--- src/rtl/dmem_pkg.sv ---
package dmem_pkg;

   // status bit positions; the flag mask and flag value inputs share bits 2:0
   localparam int ST_C   = 0;
   localparam int ST_DC  = 1;
   localparam int ST_Z   = 2;
   localparam int ST_PD  = 3;
   localparam int ST_TO  = 4;
   localparam int ST_HI  = 5;   // lowest of the freely writable upper bits
   localparam int ST_W   = 8;
   localparam int FLAG_W = 3;

   localparam logic [ST_W-1:0] ST_RESET = 8'h18;

   typedef enum logic [1:0] {
      TGT_NONE,
      TGT_STATUS,
      TGT_POINTER,
      TGT_RAM
   } target_e;

endpackage

--- src/rtl/rf_target_decode.sv ---
module rf_target_decode
   import dmem_pkg::*;
#(
   parameter int ADDR_W      = 7,
   parameter int INDF_ADDR   = 0,
   parameter int STATUS_ADDR = 3,
   parameter int PTR_ADDR    = 4,
   parameter int RAM_BASE    = 64,
   parameter int RAM_DEPTH   = 64,
   localparam int IDX_W      = $clog2(RAM_DEPTH)
) (
   input  logic [ADDR_W-1:0] addr_i,
   input  logic [ADDR_W-1:0] ptr_low_i,
   output logic [ADDR_W-1:0] eff_addr_o,
   output target_e           target_o,
   output logic [IDX_W-1:0]  ram_idx_o
);

   logic indirect;
   logic in_ram;

   assign indirect   = (addr_i == ADDR_W'(INDF_ADDR));
   assign eff_addr_o = indirect ? ptr_low_i : addr_i;
   assign ram_idx_o  = IDX_W'(eff_addr_o - ADDR_W'(RAM_BASE));

   // a RAM that reaches the top of the bank needs only a lower bound
   generate
      if (RAM_BASE + RAM_DEPTH == (1 << ADDR_W)) begin : g_ram_to_top
         assign in_ram = (eff_addr_o >= ADDR_W'(RAM_BASE));
      end else begin : g_ram_window
         assign in_ram = (eff_addr_o >= ADDR_W'(RAM_BASE)) &&
                         (eff_addr_o <  ADDR_W'(RAM_BASE + RAM_DEPTH));
      end
   endgenerate

   // a pointer that lands on the window itself resolves to no target
   always_comb begin
      if (eff_addr_o == ADDR_W'(STATUS_ADDR))    target_o = TGT_STATUS;
      else if (eff_addr_o == ADDR_W'(PTR_ADDR))  target_o = TGT_POINTER;
      else if (in_ram)                           target_o = TGT_RAM;
      else                                       target_o = TGT_NONE;
   end

endmodule

--- src/rtl/rf_status_reg.sv ---
module rf_status_reg
   import dmem_pkg::*;
(
   input  logic              clk,
   input  logic              rst_n,
   input  logic              wr_i,
   input  logic [ST_W-1:ST_HI] wr_hi_i,
   input  logic [FLAG_W-1:0] wr_lo_i,
   input  logic [FLAG_W-1:0] flag_mask_i,
   input  logic [FLAG_W-1:0] flag_val_i,
   input  logic              timeout_i,
   input  logic              powerdown_i,
   output logic [ST_W-1:0]   status_o
);

   logic [ST_W-1:0] st_q, st_d;

   always_comb begin
      st_d = st_q;
      if (wr_i) begin
         st_d[ST_W-1:ST_HI] = wr_hi_i;
         if (flag_mask_i == '0) st_d[FLAG_W-1:0] = wr_lo_i;
      end
      for (int i = 0; i < FLAG_W; i++) begin
         if (flag_mask_i[i]) st_d[i] = flag_val_i[i];
      end
      if (timeout_i)   st_d[ST_TO] = 1'b0;
      if (powerdown_i) st_d[ST_PD] = 1'b0;
   end

   always_ff @(posedge clk or negedge rst_n) begin
      if (!rst_n) st_q <= ST_RESET;
      else        st_q <= st_d;
   end

   assign status_o = st_q;


   event_bits_hold_chk: assert property (@(posedge clk) disable iff (!rst_n)
      (!timeout_i && !powerdown_i) |=> $stable(status_o[ST_TO:ST_PD]));


   event_bits_no_rise_chk: assert property (@(posedge clk) disable iff (!rst_n)
      1'b1 |=> !$rose(status_o[ST_TO]) && !$rose(status_o[ST_PD]));


   z_override_chk: assert property (@(posedge clk) disable iff (!rst_n)
      flag_mask_i[ST_Z] |=> status_o[ST_Z] == $past(flag_val_i[ST_Z]));


   unmasked_c_chk: assert property (@(posedge clk) disable iff (!rst_n)
      (!flag_mask_i[ST_C] && (flag_mask_i != '0)) |=> $stable(status_o[ST_C]));

endmodule

--- src/rtl/rf_ram_bank.sv ---
module rf_ram_bank #(
   parameter int  DEPTH          = 64,
   parameter int  DATA_W         = 8,
   parameter bit  CLEAR_ON_RESET = 1'b1,
   localparam int IDX_W          = $clog2(DEPTH)
) (
   input  logic              clk,
   input  logic              rst_n,
   input  logic              we_i,
   input  logic [IDX_W-1:0]  idx_i,
   input  logic [DATA_W-1:0] wdata_i,
   output logic [DATA_W-1:0] rdata_o
);

   logic [DATA_W-1:0] cells [DEPTH];
   logic [DEPTH-1:0]  we_vec;

   generate
      for (genvar k = 0; k < DEPTH; k++) begin : g_cell
         logic [DATA_W-1:0] cell_q;
         assign we_vec[k] = we_i && (idx_i == IDX_W'(k));
         if (CLEAR_ON_RESET) begin : g_rst
            always_ff @(posedge clk or negedge rst_n) begin
               if (!rst_n)         cell_q <= '0;
               else if (we_vec[k]) cell_q <= wdata_i;
            end
         end else begin : g_norst
            always_ff @(posedge clk) begin
               if (we_vec[k]) cell_q <= wdata_i;
            end
         end
         assign cells[k] = cell_q;
      end
   endgenerate

   assign rdata_o = cells[idx_i];


   single_cell_wr_chk: assert property (@(posedge clk) disable iff (!rst_n)
      $onehot0(we_vec));


   written_cell_chk: assert property (@(posedge clk) disable iff (!rst_n)
      we_i ##1 (idx_i == $past(idx_i)) |-> rdata_o == $past(wdata_i));

endmodule

--- src/rtl/dmem_access_unit.sv ---
module dmem_access_unit
   import dmem_pkg::*;
#(
   parameter int ADDR_W         = 7,
   parameter int DATA_W         = 8,
   parameter int INDF_ADDR      = 0,
   parameter int STATUS_ADDR    = 3,
   parameter int PTR_ADDR       = 4,
   parameter int RAM_BASE       = 64,
   parameter int RAM_DEPTH      = 64,
   parameter bit CLEAR_ON_RESET = 1'b1,
   localparam int IDX_W         = $clog2(RAM_DEPTH)
) (
   input  logic              clk,
   input  logic              rst_n,
   input  logic [ADDR_W-1:0] addr_i,
   input  logic              wr_en_i,
   input  logic [DATA_W-1:0] wr_data_i,
   input  logic [FLAG_W-1:0] flag_mask_i,
   input  logic [FLAG_W-1:0] flag_val_i,
   input  logic              timeout_i,
   input  logic              powerdown_i,
   output logic [DATA_W-1:0] rd_data_o
);

   // elaboration checks on the parameter set
   if (DATA_W != ST_W) begin : g_bad_width
      $error("status layout needs DATA_W equal to %0d", ST_W);
   end
   if (RAM_BASE + RAM_DEPTH > (1 << ADDR_W)) begin : g_bad_ram_span
      $error("RAM window exceeds the bank");
   end
   if (RAM_DEPTH != (1 << IDX_W)) begin : g_bad_ram_depth
      $error("RAM_DEPTH must be a power of two");
   end
   if (INDF_ADDR >= RAM_BASE || STATUS_ADDR >= RAM_BASE || PTR_ADDR >= RAM_BASE) begin : g_bad_special
      $error("special addresses must lie below RAM_BASE");
   end
   if (ADDR_W >= DATA_W) begin : g_bad_ptr
      $error("pointer must be wider than the bank address");
   end

   logic [DATA_W-1:0] ptr_q;
   logic [DATA_W-1:0] status;
   logic [DATA_W-1:0] ram_rd;
   logic [ADDR_W-1:0] eff_addr;
   logic [IDX_W-1:0]  ram_idx;
   target_e           tgt;
   logic              st_wr, ptr_wr, ram_wr;

   rf_target_decode #(
      .ADDR_W      (ADDR_W),
      .INDF_ADDR   (INDF_ADDR),
      .STATUS_ADDR (STATUS_ADDR),
      .PTR_ADDR    (PTR_ADDR),
      .RAM_BASE    (RAM_BASE),
      .RAM_DEPTH   (RAM_DEPTH)
   ) i_decode (
      .addr_i     (addr_i),
      .ptr_low_i  (ptr_q[ADDR_W-1:0]),
      .eff_addr_o (eff_addr),
      .target_o   (tgt),
      .ram_idx_o  (ram_idx)
   );

   assign st_wr  = wr_en_i && (tgt == TGT_STATUS);
   assign ptr_wr = wr_en_i && (tgt == TGT_POINTER);
   assign ram_wr = wr_en_i && (tgt == TGT_RAM);

   rf_status_reg i_status (
      .clk         (clk),
      .rst_n       (rst_n),
      .wr_i        (st_wr),
      .wr_hi_i     (wr_data_i[ST_W-1:ST_HI]),
      .wr_lo_i     (wr_data_i[FLAG_W-1:0]),
      .flag_mask_i (flag_mask_i),
      .flag_val_i  (flag_val_i),
      .timeout_i   (timeout_i),
      .powerdown_i (powerdown_i),
      .status_o    (status)
   );

   always_ff @(posedge clk or negedge rst_n) begin
      if (!rst_n)      ptr_q <= '0;
      else if (ptr_wr) ptr_q <= wr_data_i;
   end

   rf_ram_bank #(
      .DEPTH          (RAM_DEPTH),
      .DATA_W         (DATA_W),
      .CLEAR_ON_RESET (CLEAR_ON_RESET)
   ) i_ram (
      .clk     (clk),
      .rst_n   (rst_n),
      .we_i    (ram_wr),
      .idx_i   (ram_idx),
      .wdata_i (wr_data_i),
      .rdata_o (ram_rd)
   );

   always_comb begin
      unique case (tgt)
         TGT_STATUS:  rd_data_o = status;
         TGT_POINTER: rd_data_o = ptr_q;
         TGT_RAM:     rd_data_o = ram_rd;
         default:     rd_data_o = '0;
      endcase
   end


   self_ref_read_chk: assert property (@(posedge clk) disable iff (!rst_n)
      (addr_i == ADDR_W'(INDF_ADDR) && ptr_q[ADDR_W-1:0] == ADDR_W'(INDF_ADDR))
         |-> rd_data_o == '0);


   indirect_follows_ptr_chk: assert property (@(posedge clk) disable iff (!rst_n)
      (addr_i == ADDR_W'(INDF_ADDR)) |-> eff_addr == ptr_q[ADDR_W-1:0]);


   unimpl_wr_chk: assert property (@(posedge clk) disable iff (!rst_n)
      (wr_en_i && tgt == TGT_NONE && flag_mask_i == '0 && !timeout_i && !powerdown_i)
         |=> $stable(status) && $stable(ptr_q));


   ptr_readback_chk: assert property (@(posedge clk) disable iff (!rst_n)
      ptr_wr |=> ptr_q == $past(wr_data_i));

endmodule

--- config.mk ---
export PLATFORM = sky130hd
export DESIGN_NAME = dmem_access_unit
export DESIGN_NICKNAME = d
export VERILOG_FILES = /design/src/rtl/dmem_pkg.sv /design/src/rtl/rf_target_decode.sv /design/src/rtl/rf_status_reg.sv /design/src/rtl/rf_ram_bank.sv /design/src/rtl/dmem_access_unit.sv
export SDC_FILE = /design/constraint.sdc
export NUM_CORES = 1
export LEC_CHECK = 0
export BUFFER_PORTS_ARGS = -buffer_cell sky130_fd_sc_hd__buf_2
export CAP_MARGIN = 20
export CORE_ASPECT_RATIO = 1.4
export CORE_MARGIN = 2
export CORE_UTILIZATION = 45
export DETAILED_ROUTE_END_ITERATION = 10
export PLACE_DENSITY = 0.58
export SLEW_MARGIN = 25
export SYNTH_ARGS = -nofsm -noshare
export SYNTH_HDL_FRONTEND = slang
export SYNTH_SLANG_ARGS = --single-unit
--- constraint.sdc ---
create_clock -name clk -period 4.58 [get_ports clk]
set_input_delay 0.229 -clock clk [delete_from_list [all_inputs] [get_ports clk]]
set_output_delay 0.229 -clock clk [all_outputs]
set_load 0.02 [all_outputs]
Yosys cells after proc, flatten, opt, wreduce, memory -nomap -nowiden. Index checks and enable logic that the tools add are counted. W data, S select, Z words.

Bits in read-only memories: 0. RAM bits: 0. Flip-flop bits (word level): 528. Logic and storage cells: 235. Memories kept: 0. Bits in latches: 0. Input bits: 26. Output and inout port bits: 8.

Bitwise logic cells: 1. $lt $le $gt $ge: 2. Multipliers: 0. $add $sub $neg: 1. Shift operators: 0. Reductions and logical operators: 79. Mux-type cells: 13. Equality and inequality tests: 68. Divide/modulo/power cells: 0.

Operator list (number): $eq A6 B6 Y1 const B (32); $eq A6 B5 Y1 const B (16); $logic_and A1 B1 Y1 (67); $bmux W8 S6 (1); $eq A6 B4 Y1 const B (8); $eq A6 B3 Y1 const B (4); $pmux W8 S3 (1); $mux W8 (2); $ge A7 B7 Y1 const B (2); $eq A6 B2 Y1 const B (2); $reduce_bool A2 Y1 (6); $eq A7 B2 Y1 const B (1); $eq A7 B3 Y1 const B (1); $logic_not A7 Y1 (1); $mux W7 (1); $not A6 Y7 (1); $eq A6 B1 Y1 const B (1); $logic_not A6 Y1 (1); $mux W2 (3); $mux W3 (2); $reduce_and A2 Y1 (3); $sub A6 B1 Y6 const B (1); $eq A2 B2 Y1 const B (2); $logic_not A3 Y1 (1); 2 further kinds (4).

Longest topological paths before layout. Gate-level depths: netlist (run 1).

Word-level depth: 10. Mapped depth: 12. Gate-level depth less buffers: 8.

Hierarchy. From an unflattened synthesis (run 1), not the netlist that was laid out.

Cell total of the unflattened synthesis: 1566. Area total of the unflattened synthesis: 24234.5 um2.

By module, submodules not included: rf_ram_bank (seq. area each 12812.3 um2, times used 1, cells each 1473, area an instance 23172.2 um2); dmem_access_unit (seq. area each 200.2 um2, times used 1, cells each 40, area an instance 506.7 um2); rf_status_reg (seq. area each 202.7 um2, times used 1, cells each 22, area an instance 339.1 um2); rf_target_decode (seq. area each 0.0 um2, times used 1, cells each 31, area an instance 216.5 um2).

Worst setup path after synthesis (run 1). OpenSTA, ideal clock, no wires.

Path type: reg2out. Start: register ptr_q[0]. End: output port rd_data_o[0]. Arrival time: 2.540 ns. Stages on the path, launching flop included: 11. Slack: 1.811 ns. Required time: 4.351 ns. Buffers on the path: 2. Cell sequence: dfrtp_1 nor4b_1 a21oi_1 buf_4 buf_4 nand2_1 nand3_1 a21oi_1 o41ai_1 nand3_1 o31ai_1.

Cells in the longest elaborated chain, start to end: 7. Elaborated cells between the ends (all ways): 16. Those cells by class: 1 x add/sub; 1 x order compare; 5 x eq/ne; 8 x mux; 1 x bitwise.

Ends and longest elaborated chain: start: declaration (RTL line dmem_access_unit.sv:43) `logic [DATA_W-1:0] ptr_q;`; start signal: assignment (RTL line dmem_access_unit.sv:85) `else if (ptr_wr) ptr_q <= wr_data_i;`; $mux W7 (RTL line rf_target_decode.sv:23) `assign eff_addr_o = indirect ? ptr_low_i : addr_i;`; $sub A6 B1 Y6 / $ge A7 B7 Y1 (equally long branches) (RTL line rf_target_decode.sv:24, rf_target_decode.sv:29); $not A6 Y7 (implied by the code) / $mux W2 (equally long branches) (RTL line rf_ram_bank.sv:36, rf_target_decode.sv:40); $bmux W8 S6 / $mux W2 (equally long branches) (RTL line rf_ram_bank.sv:36, rf_target_decode.sv:39); $mux W8 (implied by the code) / $mux W2 (equally long branches) (RTL line rf_ram_bank.sv:36, rf_target_decode.sv:38); $mux W8 (implied by the code) (tied with other cells) (RTL line rf_ram_bank.sv:36) `assign rdata_o = cells[idx_i];`; $pmux W8 S3 (*) (RTL line dmem_access_unit.sv:102) `unique case (tgt)`; end: declaration (RTL line dmem_access_unit.sv:23) `output logic [DATA_W-1:0] rd_data_o`.

Mark *: on every way between the ends. The rest lies on a longest branch, timed or not. The select of a mux whose other input is x is not followed.

Final worst setup path (run 1).
Start: register ptr_q[1]. End: output port rd_data_o[5].

Cells in the longest elaborated chain, start to end: 7. Elaborated cells between the ends (all ways): 16. Those cells by class: 1 x add/sub; 1 x order compare; 5 x eq/ne; 8 x mux; 1 x bitwise.

Ends and longest elaborated chain (RTL line): $mux W7 (*) (rf_target_decode.sv:23); $sub A6 B1 Y6 / $ge A7 B7 Y1 (equally long branches) (rf_target_decode.sv:24, rf_target_decode.sv:29); $not A6 Y7 (implied by the code) / $mux W2 (equally long branches) (rf_ram_bank.sv:36, rf_target_decode.sv:40); $bmux W8 S6 / $mux W2 (equally long branches) (rf_ram_bank.sv:36, rf_target_decode.sv:39); $mux W8 (implied by the code) / $mux W2 (equally long branches) (rf_ram_bank.sv:36, rf_target_decode.sv:38); $mux W8 (implied by the code) (tied with other cells) (rf_ram_bank.sv:36); $pmux W8 S3 (*) (dmem_access_unit.sv:102).

Marked as above.

==> metrics.txt, run 1 <==
outcome complete, no violations; I/O pins 34; First-pass DRT Iterations 5; total CTS buffers 53; net count after synthesis between 2000 and 2500; Core Region 54200 um2; Leak between 10 and 15 nW; final RePlAce weighted congestion about 0.9; Crit. End Element output pin; P&R area growth vs syn 12.9%; total track usage between 20% and 30%; clk_lat worst skew approximately 610 ps; Post-synth EDFFs 0; ys async rst share 100%; drt wl/cell roughly 27 um; Avg Cell Area, Syn between 10 and 15 um2; fin nets around 2100; Worst Path Max Fanout 27; antenna violations before repair 2; endpoints failing setup 0; Port Buffers 33; top_reg_cell synth dfrtp_1; fmax ~220 MHz; Root Driver clkbuf_16; Cell Count, Final, Fillers Out about 2800; reg2reg path depth 9; worst-margin pin slew just over 900 ps; initial DRC count 1288; Post-DRT Antenna Nets 0; final slew viol count 0; Vert. Die Dim 281 um; wire length of the first global-routing pass between 100 and 150 mm; yosys warns 0; largest net degree at the start of global routing between 100 and 150; layout cells sized above 1 37.5%; Row Count just over 100; dpl hpwl 50.8 mm; HP Class in2async; CTS Buffer Depth 3; period utilization 99.0%; post-CTS setup buffer count 0; TritonCTS clock tree yes; post-synth top area cell dfrtp_1; PwrDens roughly 390 nW/um2; Worst setup SP type flop; post-route minimum period 4540 ps; Placed Cells incl. Taps about 2700; MaxCap Viol Count 0; drt total wl 77.3 mm; # DRC 0; r2r setup slk ~550 ps; final hold violation count 0; RSZ-0062 raised after global routing no; Worst Clk Skew 17.3 ps; worst vdd ir about 0.29 mV; worst endpoint data arrival time approximately 4300 ps; register area share after synthesis 53.6%; Post-Synthesis Cell Area between 20000 and 25000 um2; critical path class reg2out; vias in the first global route 18000; Sink Count around 530; WP data required roughly 4400 ps; Via density a little over 6; reg-to-reg critical path endpoint i_status.status_o[0]; FF-to-FF Start ptr_q[2]; DIE WIDTH ~200 um; H-tree depth reported by CTS 2; Synth Register Bits about 530; relative slew slack a little under two fifths; via count 17200; Distinct cells, synth 70; DIE AREA about 57000 um2; Fin Setup TNS 0 ps; CTS clk-pin slew, worst paths roughly 60 ps; Initial Util between 40% and 50%; Overflow after GRT 0; Area contributors post-synth dfrtp_1 53%, mux2_2 24%, nand2_1 4.4%; Synth top area share 53.4%; Synth Instances around 2000
## registers in the layout, indices dropped and copies added (netlist names)
name                 cells
i_status.status_o        8
i_ram.g_cell.cell_q    512
ptr_q                    8
## how the worst max path moves through the flow
stage          slack [ps]       from  cells past startpoint      endpoint
2_1_floorplan        1810   ptr_q[0]                     10  rd_data_o[0]
3_3_place_gp          400  addr_i[0]                     10  rd_data_o[2]
3_5_place_dp          420  addr_i[0]                     10  rd_data_o[2]
4_1_cts                60   ptr_q[1]                     10  rd_data_o[5]
5_1_grt                50   ptr_q[1]                     11  rd_data_o[5]
6_report               40   ptr_q[1]                     11  rd_data_o[5]
## cell families (layout without fill, tap and decap cells)
logic type / Yosys count / after routing / synth area share, %
muxes: 567 / 567 / 25.9
DFF: 528 / 528 / 53.6
and+or+nand+nor: 506 / 506 / 9.78
AOI/OAI and AO/OA: 279 / 280 / 7.81
buffers and inverters: 154 / 231 / 2.86
other: 0 / 1 / 0
## cells in the mapped netlist (7+ instances only)
cell and number:
buf_4 10, a21o_1 8, nand4_1 15, nor2_2 19, nand3_1 84, o21ai_0 31, a31oi_1 21, dfrtp_1 526
mux2_1 9, a21oi_1 51, buf_2 42, nor2_1 23, o221ai_1 10, nand2_1 290, o22ai_1 53, a32oi_1 13
mux2i_1 37, nand2_2 10, mux2_2 516, and3_1 18, buf_1 7, a22oi_1 22, clkbuf_1 87, o22a_1 19
## routing by layer
layer	global-route usage [%]	vias to the layer above	wire, um
li1	-	7447	-
met1	33.6	9012	30500
met2	47.0	556	38500
met3	4.01	195	3920
met4	14.5	2	4460
met5	0	-	14
## final cells by class
class / count / area, um2
Antenna cell: 1 / 2.50
Clock buffer: 84 / 1650
Clock inverter: 16 / 144
Fill cell: 4762 / 26400
Inverter: 3 / 11.3
Multi-Input combinational cell: 1353 / 10800
Sequential cell: 528 / 13200
Tap cell: 721 / 902
Timing Repair Buffer: 128 / 1100
## cells in the final DEF (no fill, tap or decap), types with 9 or more instances in the layout
cell           netlist  final
nor2_2              19     22
mux2_1               9      9
clkbuf_1            87     13
nor2_1              23     20
nand3_1             84     84
a31oi_1             21     20
o221ai_1            10     10
nand2_1            290    290
nand2_2             10     10
dlygate4sd3_1        0     11
mux2_2             516    516
a21oi_1             51     49
clkbuf_16            0     55
buf_2               42     31
dfrtp_1            526    526
a22oi_1             22     22
o22ai_1             53     53
mux2i_1             37     37
nand4_1             15     15
and3_1              18     18
o22a_1              19     19
buf_4               10     71
clkbuf_8             0     16
a32oi_1             13     13
clkinv_2             0     10
buf_12               0     13
o21ai_0             31     30
## stage by stage
stage          hold WS [ps]  setup slack (ps)  cell area, um2  power (mW)  util, %
6_report                126              43.8           27800        11.0     51.4
5_1_grt                 169              54.9           27800        11.4     51.4
4_1_cts                 147              56.0           27800        11.1     51.3
3_5_place_dp            207               416           25900        6.58     47.8
3_3_place_gp            346               404           25900        6.53     47.7
2_1_floorplan         -66.6              1810           24600        6.03        -
## worst max-delay path, stage by stage (launching register included)
cell,delay [ps]
dfrtp_1,440
nor4b_4,190
a21oi_4,590
buf_4,310
buf_12,200
nor2_1,120
a32oi_1,220
nand4_1,230
o32ai_1,320
a222oi_1,250
nor3_1,510
buf_2,270
## report_power, final
part | internal, mW | switching (mW) | leakage, nW | total, mW
clock network | 2.57 | 1.89 | 0.888 | 4.47
registers | 5.04 | 0.200 | 7.18 | 5.24
logic | 0.528 | 0.743 | 4.97 | 1.27
## timing repair
action                                 4_1_cts  5_1_grt
gates cloned                                 0        1
resized for setup                            1        2
endpoints found under the hold margin       61        0
hold buffers                                11        0
pin swaps                                    0        1
setup endpoints to repair                    1        2
No activity file was read; power rests on OpenSTA's default activity.
==> inputs of run 2 (changes only) <==
--- a/config.mk
+++ b/config.mk
@@ -5,9 +5,10 @@
 export SDC_FILE = /design/constraint.sdc
 export NUM_CORES = 1
 export LEC_CHECK = 0
-export BUFFER_PORTS_ARGS = -buffer_cell sky130_fd_sc_hd__buf_2
+export ABC_AREA = 1
+export BUFFER_PORTS_ARGS = -buffer_cell sky130_fd_sc_hd__buf_4
 export CAP_MARGIN = 20
-export CORE_ASPECT_RATIO = 1.4
+export CORE_ASPECT_RATIO = 2
 export CORE_MARGIN = 2
 export CORE_UTILIZATION = 45
 export DETAILED_ROUTE_END_ITERATION = 10
==> run 2 against run 1 <==
  * Maximum frequency increased by 14%
  * Worst hold slack got worse by 47 ps
  * Total power about the same
  * Die area increased by 4.7%
  * Critical path depth increased by 3
  * Worst setup slack improved by 560 ps
  * Sequential share of layout area decreased by 0.60 points
  * Utilization decreased by 1.8 points
  * First-iteration DRC count increased by 45%
  * Synthesized area increased by 4.6%
  * Final area increased by 1.3%
  * Highest routed layer is now met4
==> metrics.txt, run 2 <==
outcome complete, no violations; Worst Clk Skew 11.7 ps (-5.66 ps); design area 28200 um2 (+1.3%); Synth top area share 51.1% (-2.3 points); vias in the first global route 21800 (+21%); wire length of the first global-routing pass 128 mm (+9.3%); relative slew slack 30.9% (-7.2 points); total CTS buffers 50 (-5.7%); First-pass DRT Iterations 5 (unchanged); Leak 13.9 nW (+6.8%); Distinct cells, synth 30 (-57%); worst-margin pin slew 1030 ps (+106 ps); DIE AREA 59300 um2 (+4.7%); via count 22200 (+29%); hold_sp wr_data_i[1]; Synth Instances 3488 (+71%); WP buf/inv 5 (+2); final hold violation count 0 (unchanged); reg2reg path depth 14 (+5); Post-DRT Antenna Nets 0 (unchanged); worst endpoint data arrival time 4510 ps (+200 ps); Post-Synthesis Cell Area 25800 um2 (+4.6%); clk_lat worst skew 590 ps (-20 ps); I/O pins 34 (unchanged); H-tree depth reported by CTS 2 (unchanged); Overflow after GRT 0 (unchanged); layout cells sized above 1 7.13% (-30 points); DIE WIDTH 173 um (-14%); # resized after CTS 0 (-1); CP top delay family buffers and inverters; endpoints failing setup 0 (unchanged); Synth Register Bits 528 (unchanged); CTS clk-pin slew, worst paths 70 ps (about the same); ys async rst share 100% (unchanged); Vert. Die Dim 342 um (+22%); register area share after synthesis 51.3% (-2.3 points); worst vdd ir 0.253 mV (-13%); total track usage 27.8% (+0.37 points); initial DRC count 1865 (+45%); Crit path largest cell delay 570 ps (-20 ps); HP Class in2reg; most frequent cells in the layout 1455 x nand2_1, 526 x dfrtp_1, 351 x o21ai_0; Area contributors post-synth dfrtp_1 51%, nand2_1 21%, o21ai_0 6.8%; Biggest register i_ram.g_cell.cell_q; r2r setup slk 600 ps (+50 ps); cell mode on critical path nand2_1; period utilization 86.9% (-12 points); Root Driver clkbuf_16; Hold Buf Count CTS 12 (+1); Avg Cell Area, Syn 7.39 um2 (-39%); FF-to-FF Start ptr_q[1]; drt total wl 82.0 mm (+6.0%); P&R area growth vs syn 9.39%; largest net degree at the start of global routing 122 (+3.4%); reg-to-reg critical path endpoint i_status.status_o[1]; WP data required 5110 ps (+760 ps); Hold EP i_ram.g_cell[41].cell_q[1]; PwrDens 389 nW/um2 (-1.3%); CP cell instances inv_1 -> o21bai_4 -> buf_12 -> nand2_1 -> buf_4 -> nor2_2 -> nand2_1 -> nor2_1 -> nand4_1 -> nand2_1 -> o211ai_1 -> dlygate4sd3_1 -> o21ai_0 -> dlygate4sd3_1; final RePlAce weighted congestion 0.986 (+8.0%); antenna violations before repair 1 (-1); dpl hpwl 52.0 mm (+2.4%); CTS Buffer Depth 3 (unchanged); # DRC 0 (unchanged); Sink Count 528 (unchanged); Port Buffers 33 (unchanged); Placed Area 26400 um2 (+1.8%); Initial Util 45.3% (-0.20 points); Via density 5.29 (-13%); post-route minimum period 3980 ps (-557 ps); Core Region 56900 um2 (+5.0%); yosys warns 0 (unchanged); post-synth top area cell dfrtp_1; Fin Setup TNS 0 ps (unchanged); stages on the worst setup path 14 (+3); Antenna diodes 0 (-1); TritonCTS clock tree yes; most common cell after layout, fill and taps aside nand2_1; Post-synth EDFFs 0 (unchanged); worst hold path depth 3; Worst Path Max Fanout 110 (+310%); fin nets 3423 (+64%); Row Count 124 (+23%); post-CTS setup buffer count 0 (unchanged); final slew viol count 0 (unchanged); Worst path slowest cell dlygate4sd3_1; drt wl/cell 19.6 um (-28%); count leader, synth nand2_1; max reg flops 512 (unchanged); net count after synthesis 3514 (+71%); critical path class reg2reg; fmax 251 MHz (+14%); RSZ-0062 raised after global routing no; Crit. End Element flop; top_reg_cell synth dfrtp_1; MaxCap Viol Count 0 (unchanged); most instantiated cells after synthesis 1456 x nand2_1, 526 x dfrtp_1, 351 x o21ai_0; Worst setup SP type flop
run 2: cell types whose count changed after synthesis, moves of 48 or more:
cell | before | now
o22ai_1 | 53 | 1
a21oi_1 | 51 | 1
nand2_1 | 290 | 1456
nor2_1 | 23 | 196
nand3_1 | 84 | 36
o21ai_0 | 31 | 351
inv_1 | 3 | 269
mux2_2 | 516 | 0
o21ai_1 | 2 | 313
run 2: final cells by class:
type | instances | area [um2]
Sequential cell | 528 | 13200
Tap cell | 756 | 946
Inverter | 282 | 1060
Multi-Input combinational cell | 2457 | 10600
Timing Repair Buffer | 78 | 736
Clock inverter | 11 | 136
Clock buffer | 78 | 1550
Fill cell | 5740 | 28700
run 2: kinds of logic (layout without fill, tap and decap cells):
kind of cell | Yosys count | after routing | synth area share [%]
AOI/OAI and AO/OA | 683 | 683 | 13.6
DFF | 528 | 528 | 51.3
buffers and inverters | 503 | 449 | 7.92
and+or+nand+nor | 1774 | 1774 | 27.2
run 2: layer usage:
metal,global-route usage (%),part of all wire (%)
met1,34.0,40
met3,2.55,5.1
met2,48.6,49
met5,0,0
met4,15.0,5.8
run 2: per-stage QoR:
step	instances	worst slack (ps)	hold WS [ps]	utilization [%]	power, mW
5_1_grt	4190	367	98.3	49.5	11.5
4_1_cts	4190	647	57.9	49.5	11.1
3_3_place_gp	4089	1370	336	46.3	6.66
6_report	4190	600	78.4	49.5	11.0
2_1_floorplan	3488	2550	-66.6	-	6.16
3_5_place_dp	4089	1370	350	46.3	6.70
run 2: worst max path at each step:
| stage | start | end | slack (ps) |
|---|---|---|---|
| 6_report | ptr_q[1] | i_status.status_o[1] | 600 |
| 3_3_place_gp | addr_i[2] | rd_data_o[5] | 1370 |
| 3_5_place_dp | addr_i[2] | rd_data_o[4] | 1370 |
| 5_1_grt | ptr_q[1] | i_status.status_o[1] | 370 |
| 4_1_cts | ptr_q[1] | i_status.status_o[1] | 650 |
| 2_1_floorplan | addr_i[1] | rd_data_o[5] | 2550 |
run 2: worst reg2reg max path: cells and delay by family, from the launching register on:
family / cells / cell delay [ps]
buffers and inverters: 5 / 2000
AOI/OAI and AO/OA: 3 / 400
DFF: 1 / 360
and+or+nand+nor: 6 / 1150
run 2: power breakdown:
part           leakage [nW]  internal [mW]  switching (mW)
Combinational          5.89          0.435           0.941
Sequential             7.18           5.04           0.213
Clock                 0.837           2.49            1.86
==> inputs of run 3 (changes only) <==
--- a/config.mk
+++ b/config.mk
@@ -6,8 +6,8 @@
 export NUM_CORES = 1
 export LEC_CHECK = 0
 export ABC_AREA = 1
-export BUFFER_PORTS_ARGS = -buffer_cell sky130_fd_sc_hd__buf_4
-export CAP_MARGIN = 20
+export BUFFER_PORTS_ARGS = -buffer_cell sky130_fd_sc_hd__buf_2
+export CAP_MARGIN = 15
 export CORE_ASPECT_RATIO = 2
 export CORE_MARGIN = 2
 export CORE_UTILIZATION = 45
==> run 3 against run 2 <==
  * Clock power about the same
  * Combinational power about the same
  * Critical path depth is 1 lower
  * Wire length fell by 1.9%
  * Register-to-register slack better by 480 ps
  * Cell count about the same
  * Final area down 0.35%
  * Clock skew is 7.1 ps higher
  * Via count is 0.78% lower
  * Total power down 0.15%
  * Critical path type is now reg2out
==> metrics.txt, run 3 (synthesis gave the netlist of run 2 again) <==
Core Region 56900 um2 (unchanged); vias in the first global route 21800 (+0.073%); dpl hpwl 51.2 mm (-1.5%); fmax 253 MHz (+0.58%); RSZ-0062 raised after global routing no; CTS Buffer Depth 3 (unchanged); FF-to-FF Start ptr_q[1]; CTS clk-pin slew, worst paths 70 ps (about the same); # DRC 0 (unchanged); layout cells sized above 1 7.31% (+0.18 points); fin nets 3420 (-0.088%); overall power 11.0 mW (-0.15%); Worst setup SP type flop; final slew viol count 0 (unchanged); final hold violation count 0 (unchanged); via count 22000 (-0.78%); Vert. Die Dim 342 um (unchanged); Overflow after GRT 0 (unchanged); Worst Clk Skew 18.8 ps (+7.14 ps); post-route minimum period 3960 ps (-22.8 ps); wl on met1 32.0 mm (-2.1%); drt wl/cell 19.2 um (-1.9%); reg-to-reg critical path endpoint i_status.status_o[1]; most frequent cells in the layout 1455 x nand2_1, 526 x dfrtp_1, 351 x o21ai_0; Initial Util 45.3% (unchanged); worst vdd ir 0.257 mV (+1.5%); drt total wl 80.4 mm (-1.9%); worst-margin pin slew 1000 ps (-30.3 ps); hold_sp wr_data_i[7]; Antenna diodes 0 (unchanged); Biggest register i_ram.g_cell.cell_q; DIE WIDTH 173 um (unchanged); worst hold path depth 3 (unchanged); Hold EP i_ram.g_cell[50].cell_q[7]; max reg flops 512 (unchanged); endpoints failing setup 0 (unchanged); First-pass DRT Iterations 6 (+1); max layer used met4; HP Class in2reg; # resized after CTS 0 (unchanged); worst endpoint data arrival time 3730 ps (-780 ps); fillers 5722 (-0.31%); Root Driver clkbuf_16; r2r setup slk 1080 ps (+480 ps); relative slew slack 33.0% (+2.1 points); largest net degree at the start of global routing 154 (+26%); Via density 5.25 (-0.76%); Leak 13.9 nW (-0.23%); initial DRC count 2051 (+10%); PwrDens 390 nW/um2 (+0.19%); Port Buffers 33 (unchanged); total track usage 27.6% (-0.24 points); P&R area growth vs syn 9.01%; outcome complete, no violations; total CTS buffers 49 (-2.0%); Fin Setup TNS 0 ps (unchanged); Worst Path Max Fanout 45 (-59%); Row Count 124 (unchanged); antenna violations before repair 0 (-1); clk_lat worst skew 600 ps (about the same); I/O pins 34 (unchanged); critical path class reg2out; WP data required 4350 ps (-760 ps); Reg area 13200 um2 (unchanged); reg2reg path depth 13 (-1); DIE AREA 59300 um2 (unchanged); most common cell after layout, fill and taps aside nand2_1; MaxCap Viol Count 0 (unchanged); TritonCTS clock tree yes; final RePlAce weighted congestion 0.968 (-1.8%); H-tree depth reported by CTS 2 (unchanged); Crit. End Element output pin; Post-DRT Antenna Nets 0 (unchanged); Met2 Wirelength 39.5 mm (-2.3%); Sink Count 528 (unchanged); wire length of the first global-routing pass 127 mm (-0.42%); Routed met3 length 3.90 mm (-6.4%); period utilization 86.4% (-0.50 points); area of the multi-input gates 10600 um2 (unchanged)
[run 3: changes by cell type in the layout (fill, tap and decap cells not counted), moves of 2 or more]
cell	previous run	this run
buf_4	56	24
buf_2	0	32
clkinv_2	8	11
clkbuf_16	53	51
clkinvlp_4	0	3
clkbuf_1	12	6
[run 3: cell type report]
class,instances,area share (%)
Timing Repair Buffer,76,2.23
Multi-Input combinational cell,2457,37.5
Inverter,282,3.79
Clock inverter,19,0.735
Tap cell,756,3.37
Clock buffer,71,5.31
Sequential cell,528,47.0
[run 3: how the worst max path moves through the flow]
stage                    from                          to  slack, ps  cells after the start
floorplan           addr_i[1]                rd_data_o[5]       2550                     17
global placement    addr_i[2]                rd_data_o[5]       1250                     18
detailed placement  addr_i[2]  i_ram.g_cell[48].cell_q[7]       1240                     10
finish               ptr_q[0]                rd_data_o[2]        620                     13
CTS                  ptr_q[1]                rd_data_o[4]        680                     14
global route         ptr_q[0]                rd_data_o[0]        460                     16
[run 3: report_power, final]
part           internal [mW]  leakage, nW  total [mW]  switching, mW
registers               5.04         7.18        5.25          0.212
logic                  0.423         5.86        1.36          0.932
clock network           2.49        0.841        4.35           1.86
total                   7.95         13.9        11.0           3.01
[run 3: worst max-delay path, cell delays in order, from the launching register on]
cell     delay, ps
dfrtp_1        400
inv_1          220
nand3_1        200
nand2_4        630
buf_4          430
nor2_1          60
o21ai_0        320
nand2_1        120
nand2_1        130
nand4_1        120
nand2_1         80
nand3_1         80
nand2_1        120
buf_2          180
[run 3: per-stage QoR]
stage | util (%) | cell area [um2] | setup slack (ps) | hold WS, ps | std cells
after floorplan | - | 25800 | 2550 | -66.6 | 3488
after global placement | 46.2 | 26300 | 1250 | 349 | 4088
after detailed placement | 46.2 | 26300 | 1240 | 350 | 4088
after CTS | 49.4 | 28100 | 677 | 99.1 | 4189
after global routing | 49.4 | 28100 | 458 | 146 | 4189
final | 49.4 | 28100 | 623 | 121 | 4189
[run 3: timing repair]
item                       4_1_cts  5_1_grt
setup endpoints to repair        0        0
hold buffers                    11        0
hold endpoints to repair       103        0
setup buffers                    0        0
[run 3: metal layers]
metal	vias to the layer above	GRT usage, %
met4	0	15.9
met5	-	0
li1	10600	-
met3	186	3.00
met2	641	47.8
met1	10500	33.3
